### config.mk
export PLATFORM = sky130hd
export DESIGN_NAME = rtc_core
export DESIGN_NICKNAME = d
export VERILOG_FILES = /design/src/rtl/rtc_pkg.sv /design/src/rtl/rtc_prescaler.sv /design/src/rtl/rtc_timekeeper.sv /design/src/rtl/rtc_stopwatch.sv /design/src/rtl/rtc_core.sv
export SDC_FILE = /design/constraint.sdc
export NUM_CORES = 1
export LEC_CHECK = 0
export ABC_AREA = 1
export CELL_PAD_IN_SITES_DETAIL_PLACEMENT = 0
export CELL_PAD_IN_SITES_GLOBAL_PLACEMENT = 1
export CORE_MARGIN = 5
export CORE_UTILIZATION = 35
export DETAILED_ROUTE_END_ITERATION = 6
export PLACE_DENSITY_LB_ADDON = 0.25
export SKIP_CTS_REPAIR_TIMING = 1
export SLEW_MARGIN = 30
export SYNTH_ARGS = -nofsm -noshare
export SYNTH_HDL_FRONTEND = slang
export SYNTH_HIERARCHICAL = 1
export SYNTH_SLANG_ARGS = --single-unit
### constraint.sdc
create_clock -name clk -period 2.4 [get_ports clk]
set_input_delay 0.72 -clock clk [delete_from_list [all_inputs] [get_ports clk]]
set_output_delay 0.72 -clock clk [all_outputs]
set_load 0.005 [all_outputs]
### src/rtl/rtc_pkg.sv
// Shared types and constants for the real-time clock.
// Assumes a 32-bit register word and a 365-day year without leap handling.
package rtc_pkg;
    localparam int DATA_W   = 32;
    localparam int ADDR_W   = 3;
    localparam int N_EV     = 7;
    localparam int SEC_TOP  = 59;
    localparam int MIN_TOP  = 59;
    localparam int HR_TOP   = 23;
    localparam int DAY_TOP  = 364;

    localparam int EV_SEC  = 0;
    localparam int EV_MIN  = 1;
    localparam int EV_HR   = 2;
    localparam int EV_DAY  = 3;
    localparam int EV_AL1  = 4;
    localparam int EV_AL2  = 5;
    localparam int EV_SW   = 6;

    typedef enum logic [ADDR_W-1:0] {
        A_TIME   = 3'd0,
        A_ALM1   = 3'd1,
        A_ALM2   = 3'd2,
        A_SWATCH = 3'd3,
        A_IEN    = 3'd4,
        A_ISTAT  = 3'd5
    } reg_addr_e;

    typedef struct packed {
        logic [8:0] day;
        logic [4:0] hr;
        logic [5:0] min;
        logic [5:0] sec;
    } tod_t;

    localparam int TOD_W = $bits(tod_t);
endpackage

### src/rtl/rtc_prescaler.sv
// Divides the reference clock into a one-cycle tick every DIV cycles.
// Assumes DIV >= 2; restart returns the count to zero.
module rtc_prescaler #(
    parameter int DIV = 32768
) (
    input  logic clk,
    input  logic rst_n,
    input  logic restart,
    output logic tick
);
    localparam int CNT_W = (DIV > 2) ? $clog2(DIV) : 1;
    localparam logic [CNT_W-1:0] LAST = CNT_W'(DIV - 1);

    logic [CNT_W-1:0] cnt;

    assign tick = (cnt == LAST);

    // Count reference cycles, wrapping on the tick or restarting on demand.
    always_ff @(posedge clk) begin
        if (!rst_n)             cnt <= '0;
        else if (restart || tick) cnt <= '0;
        else                    cnt <= cnt + 1'b1;
    end


    tick_wrap_chk: assert property (@(posedge clk) disable iff (!rst_n)
        tick |=> (cnt == '0));
endmodule

### src/rtl/rtc_timekeeper.sv
// Holds the calendar time and advances it by one second per adv pulse.
// Assumes load has priority over adv; out-of-range loaded fields become 0.
module rtc_timekeeper
    import rtc_pkg::*;
(
    input  logic clk,
    input  logic rst_n,
    input  logic adv,
    input  logic load,
    input  tod_t load_val,
    output tod_t now,
    output tod_t nxt,
    output logic ev_sec,
    output logic ev_min,
    output logic ev_hr,
    output logic ev_day
);
    logic sec_wrap, min_wrap, hr_wrap;
    tod_t clean;

    // Compute the time one second ahead with the carry chain.
    always_comb begin
        sec_wrap = (now.sec == 6'(SEC_TOP));
        min_wrap = sec_wrap && (now.min == 6'(MIN_TOP));
        hr_wrap  = min_wrap && (now.hr == 5'(HR_TOP));
        nxt      = now;
        nxt.sec  = sec_wrap ? '0 : now.sec + 1'b1;
        if (sec_wrap) nxt.min = (now.min == 6'(MIN_TOP)) ? '0 : now.min + 1'b1;
        if (min_wrap) nxt.hr  = (now.hr == 5'(HR_TOP)) ? '0 : now.hr + 1'b1;
        if (hr_wrap)  nxt.day = (now.day == 9'(DAY_TOP)) ? '0 : now.day + 1'b1;
    end

    // Replace out-of-range fields of a software load with zero.
    always_comb begin
        clean     = load_val;
        if (load_val.sec > 6'(SEC_TOP)) clean.sec = '0;
        if (load_val.min > 6'(MIN_TOP)) clean.min = '0;
        if (load_val.hr  > 5'(HR_TOP))  clean.hr  = '0;
        if (load_val.day > 9'(DAY_TOP)) clean.day = '0;
    end

    assign ev_sec = adv;
    assign ev_min = adv && sec_wrap;
    assign ev_hr  = adv && min_wrap;
    assign ev_day = adv && hr_wrap;

    // Register the time: software load first, then the one-second advance.
    always_ff @(posedge clk) begin
        if (!rst_n)    now <= '0;
        else if (load) now <= clean;
        else if (adv)  now <= nxt;
    end


    field_range_chk: assert property (@(posedge clk) disable iff (!rst_n)
        (now.sec <= 6'(SEC_TOP)) && (now.min <= 6'(MIN_TOP)) &&
        (now.hr <= 5'(HR_TOP)) && (now.day <= 9'(DAY_TOP)));


    hold_time_chk: assert property (@(posedge clk) disable iff (!rst_n)
        (!adv && !load) |=> (now == $past(now)));
endmodule

### src/rtl/rtc_stopwatch.sv
// Minute-resolution countdown that fires on the minute step after reaching zero.
// Assumes step is a one-cycle pulse on each seconds wrap; load re-arms.
module rtc_stopwatch #(
    parameter int W = 16
) (
    input  logic         clk,
    input  logic         rst_n,
    input  logic         load,
    input  logic [W-1:0] load_val,
    input  logic         step,
    output logic [W-1:0] count,
    output logic         armed,
    output logic         fire
);
    assign fire = step && armed && (count == '0) && !load;

    // Load and arm, decrement each minute, disarm on underflow.
    always_ff @(posedge clk) begin
        if (!rst_n) begin
            count <= '0;
            armed <= 1'b0;
        end else if (load) begin
            count <= load_val;
            armed <= 1'b1;
        end else if (step && armed) begin
            if (count == '0) armed <= 1'b0;
            else             count <= count - 1'b1;
        end
    end


    disarm_after_fire_chk: assert property (@(posedge clk) disable iff (!rst_n)
        fire |=> !armed);
endmodule

### src/rtl/rtc_core.sv
// Real-time clock top: prescaler, calendar counters, two alarms, stopwatch,
// sticky write-1-to-clear status with per-bit enables and a wake-up request.
// Assumes all inputs are synchronous to the reference clock.
module rtc_core
    import rtc_pkg::*;
#(
    parameter int PRESCALE_DIV = 32768,
    parameter int SW_W         = 16
) (
    input  logic              clk,
    input  logic              rst_n,
    input  logic              wr_en,
    input  logic [ADDR_W-1:0] addr,
    input  logic [DATA_W-1:0] wdata,
    output logic [DATA_W-1:0] rdata,
    output logic [N_EV-1:0]   irq,
    output logic              wake
);
    reg_addr_e sel;
    logic tick, adv, time_wr, sw_wr, stat_wr;
    tod_t now, nxt, alm1, alm2;
    logic ev_sec, ev_min, ev_hr, ev_day, al1_hit, al2_hit, sw_fire, sw_armed;
    logic [SW_W-1:0] sw_count;
    logic [N_EV-1:0] ien, stat, events;

    assign sel     = reg_addr_e'(addr);
    assign time_wr = wr_en && (sel == A_TIME);
    assign sw_wr   = wr_en && (sel == A_SWATCH);
    assign stat_wr = wr_en && (sel == A_ISTAT);
    assign adv     = tick && !time_wr;

    rtc_prescaler #(.DIV(PRESCALE_DIV)) u_pre (
        .clk(clk), .rst_n(rst_n), .restart(time_wr), .tick(tick)
    );

    rtc_timekeeper u_tk (
        .clk(clk), .rst_n(rst_n), .adv(adv), .load(time_wr),
        .load_val(tod_t'(wdata[TOD_W-1:0])), .now(now), .nxt(nxt),
        .ev_sec(ev_sec), .ev_min(ev_min), .ev_hr(ev_hr), .ev_day(ev_day)
    );

    rtc_stopwatch #(.W(SW_W)) u_sw (
        .clk(clk), .rst_n(rst_n), .load(sw_wr), .load_val(wdata[SW_W-1:0]),
        .step(ev_min), .count(sw_count), .armed(sw_armed), .fire(sw_fire)
    );

    // Compare the upcoming time with both alarm settings on each advance.
    always_comb begin
        al1_hit = adv && (nxt.hr == alm1.hr) && (nxt.min == alm1.min) &&
                  (nxt.sec == alm1.sec);
        al2_hit = adv && (nxt == alm2);
    end

    // Gather all event pulses into the status bit order.
    always_comb begin
        events         = '0;
        events[EV_SEC] = ev_sec;
        events[EV_MIN] = ev_min;
        events[EV_HR]  = ev_hr;
        events[EV_DAY] = ev_day;
        events[EV_AL1] = al1_hit;
        events[EV_AL2] = al2_hit;
        events[EV_SW]  = sw_fire;
    end

    // Hold alarm settings and interrupt enables written by software.
    always_ff @(posedge clk) begin
        if (!rst_n) begin
            alm1 <= '0;
            alm2 <= '0;
            ien  <= '0;
        end else if (wr_en) begin
            case (sel)
                A_ALM1:  alm1 <= tod_t'(wdata[TOD_W-1:0]);
                A_ALM2:  alm2 <= tod_t'(wdata[TOD_W-1:0]);
                A_IEN:   ien  <= wdata[N_EV-1:0];
                default: ;
            endcase
        end
    end

    // Sticky status: new events set, software ones clear, set wins.
    always_ff @(posedge clk) begin
        if (!rst_n) stat <= '0;
        else        stat <= (stat & ~(stat_wr ? wdata[N_EV-1:0] : '0)) | events;
    end

    // Return the addressed register word.
    always_comb begin
        case (sel)
            A_TIME:   rdata = DATA_W'(now);
            A_ALM1:   rdata = DATA_W'(alm1);
            A_ALM2:   rdata = DATA_W'(alm2);
            A_SWATCH: rdata = DATA_W'({sw_armed, sw_count});
            A_IEN:    rdata = DATA_W'(ien);
            A_ISTAT:  rdata = DATA_W'(stat);
            default:  rdata = '0;
        endcase
    end

    assign irq  = stat & ien;
    assign wake = |irq;


    sticky_stat_chk: assert property (@(posedge clk) disable iff (!rst_n)
        !stat_wr |=> ((stat & $past(stat)) == $past(stat)));


    alarm1_time_chk: assert property (@(posedge clk) disable iff (!rst_n)
        (al1_hit && !wr_en) |=> ((now.hr == alm1.hr) && (now.min == alm1.min) &&
                                 (now.sec == alm1.sec)));


    alarm2_time_chk: assert property (@(posedge clk) disable iff (!rst_n)
        (al2_hit && !wr_en) |=> (now == alm2));
endmodule

== Word level (Yosys, flattened, before mapping) ==
Cells that the tools add are included.
Storage, ports and cells
  flip-flop bits (word level): 124
  output and inout port bits: 40
  word-level logic and storage cells: 99
Operators by class
  add/sub/neg operators: 6
  magnitude comparators: 4
  eq/ne operators: 15
  muxes and demuxes: 21
  bitwise gates (word level): 5
  reduce and logical (&&, ||, !) cells: 31
Operators by type and width (count)
  $pmux 26 s6: 1
  $mux 26: 2
  $mux 16: 3
  $mux 6: 5
  $mux 9: 3
  $eq 26x26->1: 1
  $logic_and 1x1->1: 16
  $logic_not 16->1: 1
  $sub 16x1->16 const B: 1
  $add 15x1->15 const B: 1
  $eq 15x15->1 const B: 1
  $mux 5: 3
  $and 7x7->7: 2
  $add 6x1->6 const B: 2
  $eq 6x6->1: 2
  $eq 6x6->1 const B: 2
  $gt 6x6->1 const B: 2
  $reduce_and 2->1: 5
  $add 9x1->9 const B: 1
  $eq 9x9->1 const B: 1
  $gt 9x9->1 const B: 1
  $mux 7: 1
  $not 7->7: 1
  $or 7x7->7: 1
  other kinds (16): 23

== Depth between registers and ports, before layout ==
Gate-level depths: netlist (run 1).
  depth in word-level cells: 9
  gate-level depth with buffers: 17
  depth with buffers taken out: 17

== Cells and area by module ==
Netlist (run 1), hierarchy kept.
Modules (own cells, without submodules)
  rtc_core: times used 1, cells an instance 567, area each 3747.3 um^2, sequential area each 1321.3 um^2
  rtc_timekeeper: times used 1, cells an instance 349, area each 2127.0 um^2, sequential area each 520.5 um^2
  rtc_stopwatch: times used 1, cells an instance 225, area each 1280.0 um^2, sequential area each 340.3 um^2
  rtc_prescaler: times used 1, cells an instance 102, area each 792.0 um^2, sequential area each 300.3 um^2

== Least setup slack after synthesis (run 1) ==
Ideal clock, no wire load.
  kind: input -> register
  start point: in addr[0]
  end point: reg u_sw.count[5]
  arrival time: 2.213 ns
  slack: 0.069 ns
  stages on the path: 10
  path buffers: 1
  cell sequence: inv_2 > nor4_1 > inv_2 > nand2_1 > nor2_4 > nand3_4 > nand2_4 > buf_6 > o21ai_1 > a21oi_2
RTL lines
  from (decl): line rtc_core.sv:13  | input logic [ADDR_W-1:0] addr,
  $eq 3x2->1 (*): line rtc_core.sv:28  | assign sw_wr = wr_en && (sel == A_SWATCH);
  $logic_and 1x1->1 (*): line rtc_core.sv:28
  named net sw_wr: line rtc_core.sv:20  | logic tick, adv, time_wr, sw_wr, stat_wr;
  $ne 2x1->1 (no source line) / $reduce_bool 2->1 (equally long branches)
  $reduce_and 2->1 (no source line)
  to (signal assigned): line rtc_stopwatch.sv:23  | count <= load_val;
  to (signal assigned): line rtc_stopwatch.sv:27  | else count <= count - 1'b1;
  to (decl): line rtc_stopwatch.sv:11  | output logic [W-1:0] count,
Mark *: on every way through the listed nets, which the timed path passes. The rest lies on a longest branch.
A chain may end at the register's enable or synchronous reset.

== Final worst setup path (run 1) ==
  start point: in addr[0]
  end point: out rdata[12]
On the way
  word-level cells in the longest chain between the ends: 2
Ends and longest elaborated chain
  $eq 3x3->1 (tied with other cells): line rtc_core.sv:90  | case (sel)
  $pmux 26 s6 (*): line rtc_core.sv:90
  to (decl): line rtc_core.sv:15  | output logic [DATA_W-1:0] rdata,
Mark *: on every way between the ends. The rest lies on a longest branch, timed or not.

==> qor.txt, run 1 <==
Status: complete, but fails checks
Failing checks: negative setup slack
Logic pwr share: 0.149
Hpwl dp: 21.2 mm
Post-synth EDFFs: 0
Root Driver: clkbuf_16
Crit-path leading delay family: buffers and inverters
Post-synthesis register bit count: 124
Clock transition at path regs: 0.05 ns
Clk pwr share: 0.488
Maximum clock rate: 390 MHz
CP Capture Type: output pin
Nets: 1460
First-pass GRT wire length: 43.8 mm
Die area: 25800 um^2
Max-cap check violation count: 0
Crit path cell chain: buf_8 > nor2_4 > nand2_2 > inv_4 > buf_8 > buf_6 > buf_12 > nand2_1 > o2111ai_2 > buf_2
Seq pwr share: 0.363
Placed Area: 9690 um^2
Drt total wl: 28.2 mm
Critical Path Fanout Max: 6
Core footprint: 22500 um^2
Antenna cells: 0
IO Pins: 78
Htree depth: 4
Leak pwr: 4.80 nW
Setup TNS: -2.72 ns
Final std cells w/o fill: 1713
Syn Std Cell Area: 7950 um^2
Layout cells sized above 1: 0.227
Final Skew: 0.0106 ns
Worst slack at placement: -1.03 ns
TritonCTS clock tree: yes
Crit path time final: 2.57 ns
1st-iter DRT viols: 476
Vias: 8675
Synth Instances: 1243
Min-Delay Path Class: reg -> reg
Total GRT Usage: 0.212
Initial Utilization: 0.353
Psw: 1.58 mW
Grt total ovfl: 0
Final antenna-violating net count: 0
Syn avg cell area: 6.39 um^2
DR DRC count: 0
CP arrival: 1.85 ns
Max Buffers Root-to-Sink: 2
Die H: 161 um
GP Congestion: 0.838
Ys flop type: dfxtp_1
Buf/Inv on CP: 6
Vias per inst: 5.06
Initial antenna violation count: 0
Later-pin clock latency in the skew report: 0.42 ns
Final worst path period share: 1.07
Final instance area: 10800 um^2
Pwr per Cell Area: 555 nW/um^2
Yosys warnings: 6
Worst path slowest cell: nor2_4
Setup CP Type: in -> out
CTS buffer count: 17
Chip Width: 161 um
Worst VDD drop: 0.000353 V
Seq/Total Area, Yosys: 0.312
Worst setup SP type: input port
Final Core Density: 0.479
Most numerous cell on the critical path: buf_8
Sw Share: 0.264
Site Rows: 55
Distinct cells, synth: 50
Wire per inst: 16.5 um
I/O Buffers: 65
Sink Count: 124
Async SR Flop Fraction: 0
Slew Viols, Final: 0
Endpoints failing hold: 0
Largest net degree at the start of global routing: 53
Power, Total: 5.99 mW
Final setup fails: 26
RSZ-0062 raised after global routing: true
WP data required: 1.68 ns
Layout area overhead: 35.8%
Internal Power: 4.41 mW
Placed insts: 1668
Worst setup margin: -0.167 ns
Final hold slack: 0.460 ns
Vias in the first global route: 8203
CP max stage delay: 0.16 ns
DRT Pass-1 Iters: 5
[power by group through the flow]
stage | Clock (mW) | Combinational (mW) | Sequential, mW
2_1_floorplan | 0 | 0.477 | 2.21
3_3_place_gp | 0 | 0.844 | 2.22
3_5_place_dp | 0 | 0.844 | 2.22
4_1_cts | 2.95 | 0.847 | 2.17
5_1_grt | 3.05 | 0.984 | 2.18
6_report | 2.92 | 0.891 | 2.18
[worst register-to-register path: stages, from the launching register on]
cell	delay (ns)
dfxtp_2	0.35
ha_4	0.16
nand3_4	0.08
nor2_4	0.17
nand2_4	0.10
nor2_4	0.23
buf_4	0.16
nand2_1	0.06
and2_1	0.17
xor2_1	0.14
nor2_1	0.17
nand3_1	0.10
nor2_1	0.09
nand2_1	0.09
a21oi_1	0.15
[routing by layer]
metal / part of all wire / up-vias / GRT usage
met1: 0.44 / 4026 / 0.272
met3: 0.047 / 45 / 0.0362
met2: 0.49 / 208 / 0.366
met4: 0.025 / 0 / 0.0622
met5: 0 / - / 0
li1: - / 4396 / -
[synthesized netlist by cell type (9+ instances only)]
library cell | n | area share
a21oi_1 | 100 | 0.063
nor2_1 | 145 | 0.068
o211ai_1 | 13 | 0.012
inv_2 | 9 | 0.0043
nand3_1 | 80 | 0.050
clkbuf_1 | 20 | 0.0094
o21ai_1 | 10 | 0.0063
xnor2_1 | 18 | 0.020
nand2_1 | 303 | 0.14
nand4_1 | 18 | 0.014
o2111ai_1 | 16 | 0.018
buf_4 | 9 | 0.0085
nor2_2 | 13 | 0.010
inv_1 | 138 | 0.065
xor2_1 | 17 | 0.019
o21ai_0 | 95 | 0.060
buf_2 | 14 | 0.0088
nand2_2 | 11 | 0.0087
dfxtp_1 | 124 | 0.31
nor2_4 | 11 | 0.016
a31oi_1 | 9 | 0.0071
[area by class of cell]
| class | instances | area [um^2] |
|---|---|---|
| Tap cell | 285 | 357 |
| Clock inverter | 11 | 189 |
| Timing Repair Buffer | 199 | 1760 |
| Fill cell | 2305 | 11700 |
| Sequential cell | 124 | 2490 |
| Clock buffer | 21 | 470 |
| Inverter | 151 | 578 |
| Multi-Input combinational cell | 922 | 4950 |
[final timing paths]
kind | start | to | slack, ns | cells after the start
setup reg to reg | u_tk/now[1] | stat[5] | 0.12 | 14
hold / removal | u_pre/cnt[14] | u_pre/cnt[14] | 0.46 | 2
hold reg to reg | u_pre/cnt[14] | u_pre/cnt[14] | 0.46 | 2
setup / recovery | addr[0] | rdata[12] | -0.17 | 10
[flip-flops by register name, indices dropped and copies added (netlist names)]
signal and count:
alm1 26, alm2 26, ien 7, stat 7
u_pre/cnt 15, u_sw/armed 1, u_sw/count 16, u_tk/now 26
[placed cells by master (no fill, tap or decap), types with 5 or more instances in the layout]
| cell type | count |
|---|---|
| nand4_1 | 18 |
| nor3_1 | 6 |
| a31oi_1 | 9 |
| inv_2 | 9 |
| buf_2 | 24 |
| clkbuf_16 | 19 |
| nand2_1 | 290 |
| nor2_1 | 140 |
| o211ai_1 | 13 |
| bufinv_16 | 5 |
| buf_12 | 11 |
| o21ai_2 | 9 |
| clkdlybuf4s50_1 | 34 |
| nand2_4 | 9 |
| nand3_2 | 7 |
| nand2_2 | 17 |
| xnor2_1 | 18 |
| buf_4 | 111 |
| and2_1 | 5 |
| buf_8 | 5 |
| a21oi_2 | 11 |
| o21ai_0 | 84 |
| dfxtp_1 | 120 |
| a21oi_1 | 94 |
| nor2_4 | 14 |
| buf_6 | 7 |
| o2111ai_2 | 12 |
| conb_1 | 6 |
| nor2_2 | 15 |
| o21ai_1 | 16 |
| inv_1 | 137 |
| nand3_1 | 74 |
| xor2_1 | 17 |
[cells by family after synthesis]
kind of cell / Yosys count / share of synthesized area
compound gates: 263 / 0.188
xor+xnor: 35 / 0.0386
fa+ha+maj: 7 / 0.0110
buf+inv: 202 / 0.110
flops: 124 / 0.312
other cells: 1 / 0.000472
simple gates: 611 / 0.340
Note: power is estimated with default switching activity, not from simulation.
==> run 2: changes to the inputs <==
- DONT_BUFFER_PORTS: not set -> 1
- SLEW_MARGIN: 30 -> 20
- clock period: 2.4 -> 2.7 ns (I/O delays scaled with it)
==> run 2 against run 1 <==
Against the previous run:
- the run now ends clean
- total power is 16% lower
- setup slack better by 0.28 ns
- via count is 7.8% lower
- global-route usage is 0.66 points lower
- count of clock-buffer cells in the layout is 2 higher
- core utilization is 7.4 points lower
- clock skew is 0.0012 ns lower
==> qor.txt, run 2 (synthesis gave the netlist of run 1 again) <==
Psw: 1.30 mW (-17%)
Internal Power: 3.73 mW (-16%)
Setup CP Type: in -> out
GP Congestion: 0.828 (-1.3%)
Status: complete, no violations
DRT Pass-1 Iters: 5 (unchanged)
Final std cells w/o fill: 1566 (-8.6%)
Maximum clock rate: 386 MHz
Endpoints failing hold: 0 (unchanged)
Die area: 25800 um^2 (unchanged)
Die H: 161 um (unchanged)
Total GRT Usage: 0.206 (-0.00663)
I/O Buffers: 0 (-100%)
Critical Path Fanout Max: 10 (+4)
1st-iter DRT viols: 566 (+19%)
Slew Viols, Final: 0 (unchanged)
Core footprint: 22500 um^2 (unchanged)
Htree depth: 4 (unchanged)
IO Pins: 78 (unchanged)
Min-Delay Path Class: reg -> reg
Antenna cells: 0 (unchanged)
Logic pwr share: 0.109 (-0.040)
Worst setup SP type: input port
Power, Total: 5.03 mW (-16%)
WP data required: 1.89 ns (+0.21 ns)
Initial antenna violation count: 0 (unchanged)
Site Rows: 55 (unchanged)
Slew @ Worst Pin: 0.626 ns
Final worst path period share: 0.959
Vias: 7995 (-7.8%)
Pwr per Cell Area: 551 nW/um^2 (-0.79%)
Max-slew headroom at the worst pin: 0.582
Largest net degree at the start of global routing: 83 (+57%)
Crit path time final: 2.59 ns
Commonest non-fill, non-tap cell in the layout: nand2_1
Leak pwr: 3.84 nW (-20%)
DR DRC count: 0 (unchanged)
CP Capture Type: output pin
Nets: 1313 (-10%)
Vias in the first global route: 7462 (-9.0%)
First-pass GRT wire length: 42.2 mm (-3.6%)
Root Driver: clkbuf_16
Initial Utilization: 0.353 (unchanged)
Wire per inst: 17.1 um (+4.1%)
Placed insts: 1532 (-8.2%)
Seq pwr share: 0.384 (+0.021)
Top flop regs: alm1 (26), alm2 (26), u_tk/now (26)
Grt total ovfl: 0 (unchanged)
Final setup fails: 0 (-100%)
CP arrival: 1.78 ns (-0.07 ns)
TritonCTS clock tree: yes
Vias per inst: 5.11 (+0.81%)
Clk pwr share: 0.507 (+0.019)
Final Skew: 0.00938 ns (-0.00120 ns)
Final antenna-violating net count: 0 (unchanged)
Hpwl dp: 19.5 mm (-8.2%)
Worst VDD drop: 0.000333 V (-5.9%)
Later-pin clock latency in the skew report: 0.42 ns (about the same)
Max-cap check violation count: 0 (unchanged)
CTS buffer count: 17 (unchanged)
Sw Share: 0.259 (-0.00458)
Max Buffers Root-to-Sink: 2 (unchanged)
Sink Count: 124 (unchanged)
Clock transition at path regs: 0.05 ns (about the same)
Layout cells sized above 1: 0.119 (-0.107)
Drt total wl: 26.8 mm (-4.8%)
Most frequent cells in the layout: nand2_1 (303), nor2_1 (144), inv_1 (138)
Layout area overhead: 14.9%
Chip Width: 161 um (unchanged)
-- run 2: changes by cell type in the layout (fill, tap and decap cells not counted), sizes merged --
cell	change
inv	-1
buf	-106
bufinv	-1
clkinv	-2
clkbuf	-3
clkinvlp	+2
clkdlybuf4s50	-34
dlymetal6s2s	-2
-- run 2: stage by stage --
| stage | utilization | worst slack, ns | hold WS, ns | cell area [um^2] | setup TNS, ns |
|---|---|---|---|---|---|
| floorplan | - | 0.277 | 0.427 | 7970 | 0 |
| CTS | 0.405 | 0.104 | 0.462 | 9110 | 0 |
| global placement | 0.376 | 0.0442 | 0.442 | 8460 | 0 |
| global route | 0.406 | -0.00424 | 0.486 | 9130 | -0.00424 |
| finish | 0.406 | 0.110 | 0.458 | 9130 | 0 |
| detailed placement | 0.376 | 0.0299 | 0.449 | 8460 | 0 |
-- run 2: power groups by stage --
stage | Combinational, mW | Sequential [mW] | Clock (mW)
5_1_grt | 0.621 | 1.94 | 2.67
6_report | 0.547 | 1.93 | 2.55
3_5_place_dp | 0.547 | 1.97 | 0
2_1_floorplan | 0.424 | 1.96 | 0
4_1_cts | 0.549 | 1.93 | 2.58
3_3_place_gp | 0.544 | 1.97 | 0
-- run 2: area by class of cell --
cell class	instances	area (um^2)
inverter	151	568
sequential	124	2480
timing repair buffer	52	453
clock buffer	23	488
clock inverter	9	159
fill	2420	13400
tap	285	357
multi-input combinational	922	4620
-- run 2: final timing paths --
path,startpoint,endpoint,slack (ns),depth (start not counted)
max,addr[2],rdata[2],0.11,6
min reg2reg,u_pre/cnt[14],u_pre/cnt[14],0.46,2
max reg2reg,u_tk/now[0],stat[5],0.20,13
min,u_pre/cnt[14],u_pre/cnt[14],0.46,2
-- run 2: critical path: stages --
cell and delay, ns:
nor2_1 0.19, nand2_1 0.15, buf_4 0.21, o21ai_0 0.23, a21oi_1 0.07, o2111ai_1 0.12
-- run 2: routing by layer --
metal	share of wire	up-vias	track usage
li1	-	4093	-
met1	0.46	3721	0.273
met2	0.48	158	0.347
met3	0.048	23	0.0403
met4	0.014	0	0.0438
met5	0	-	0
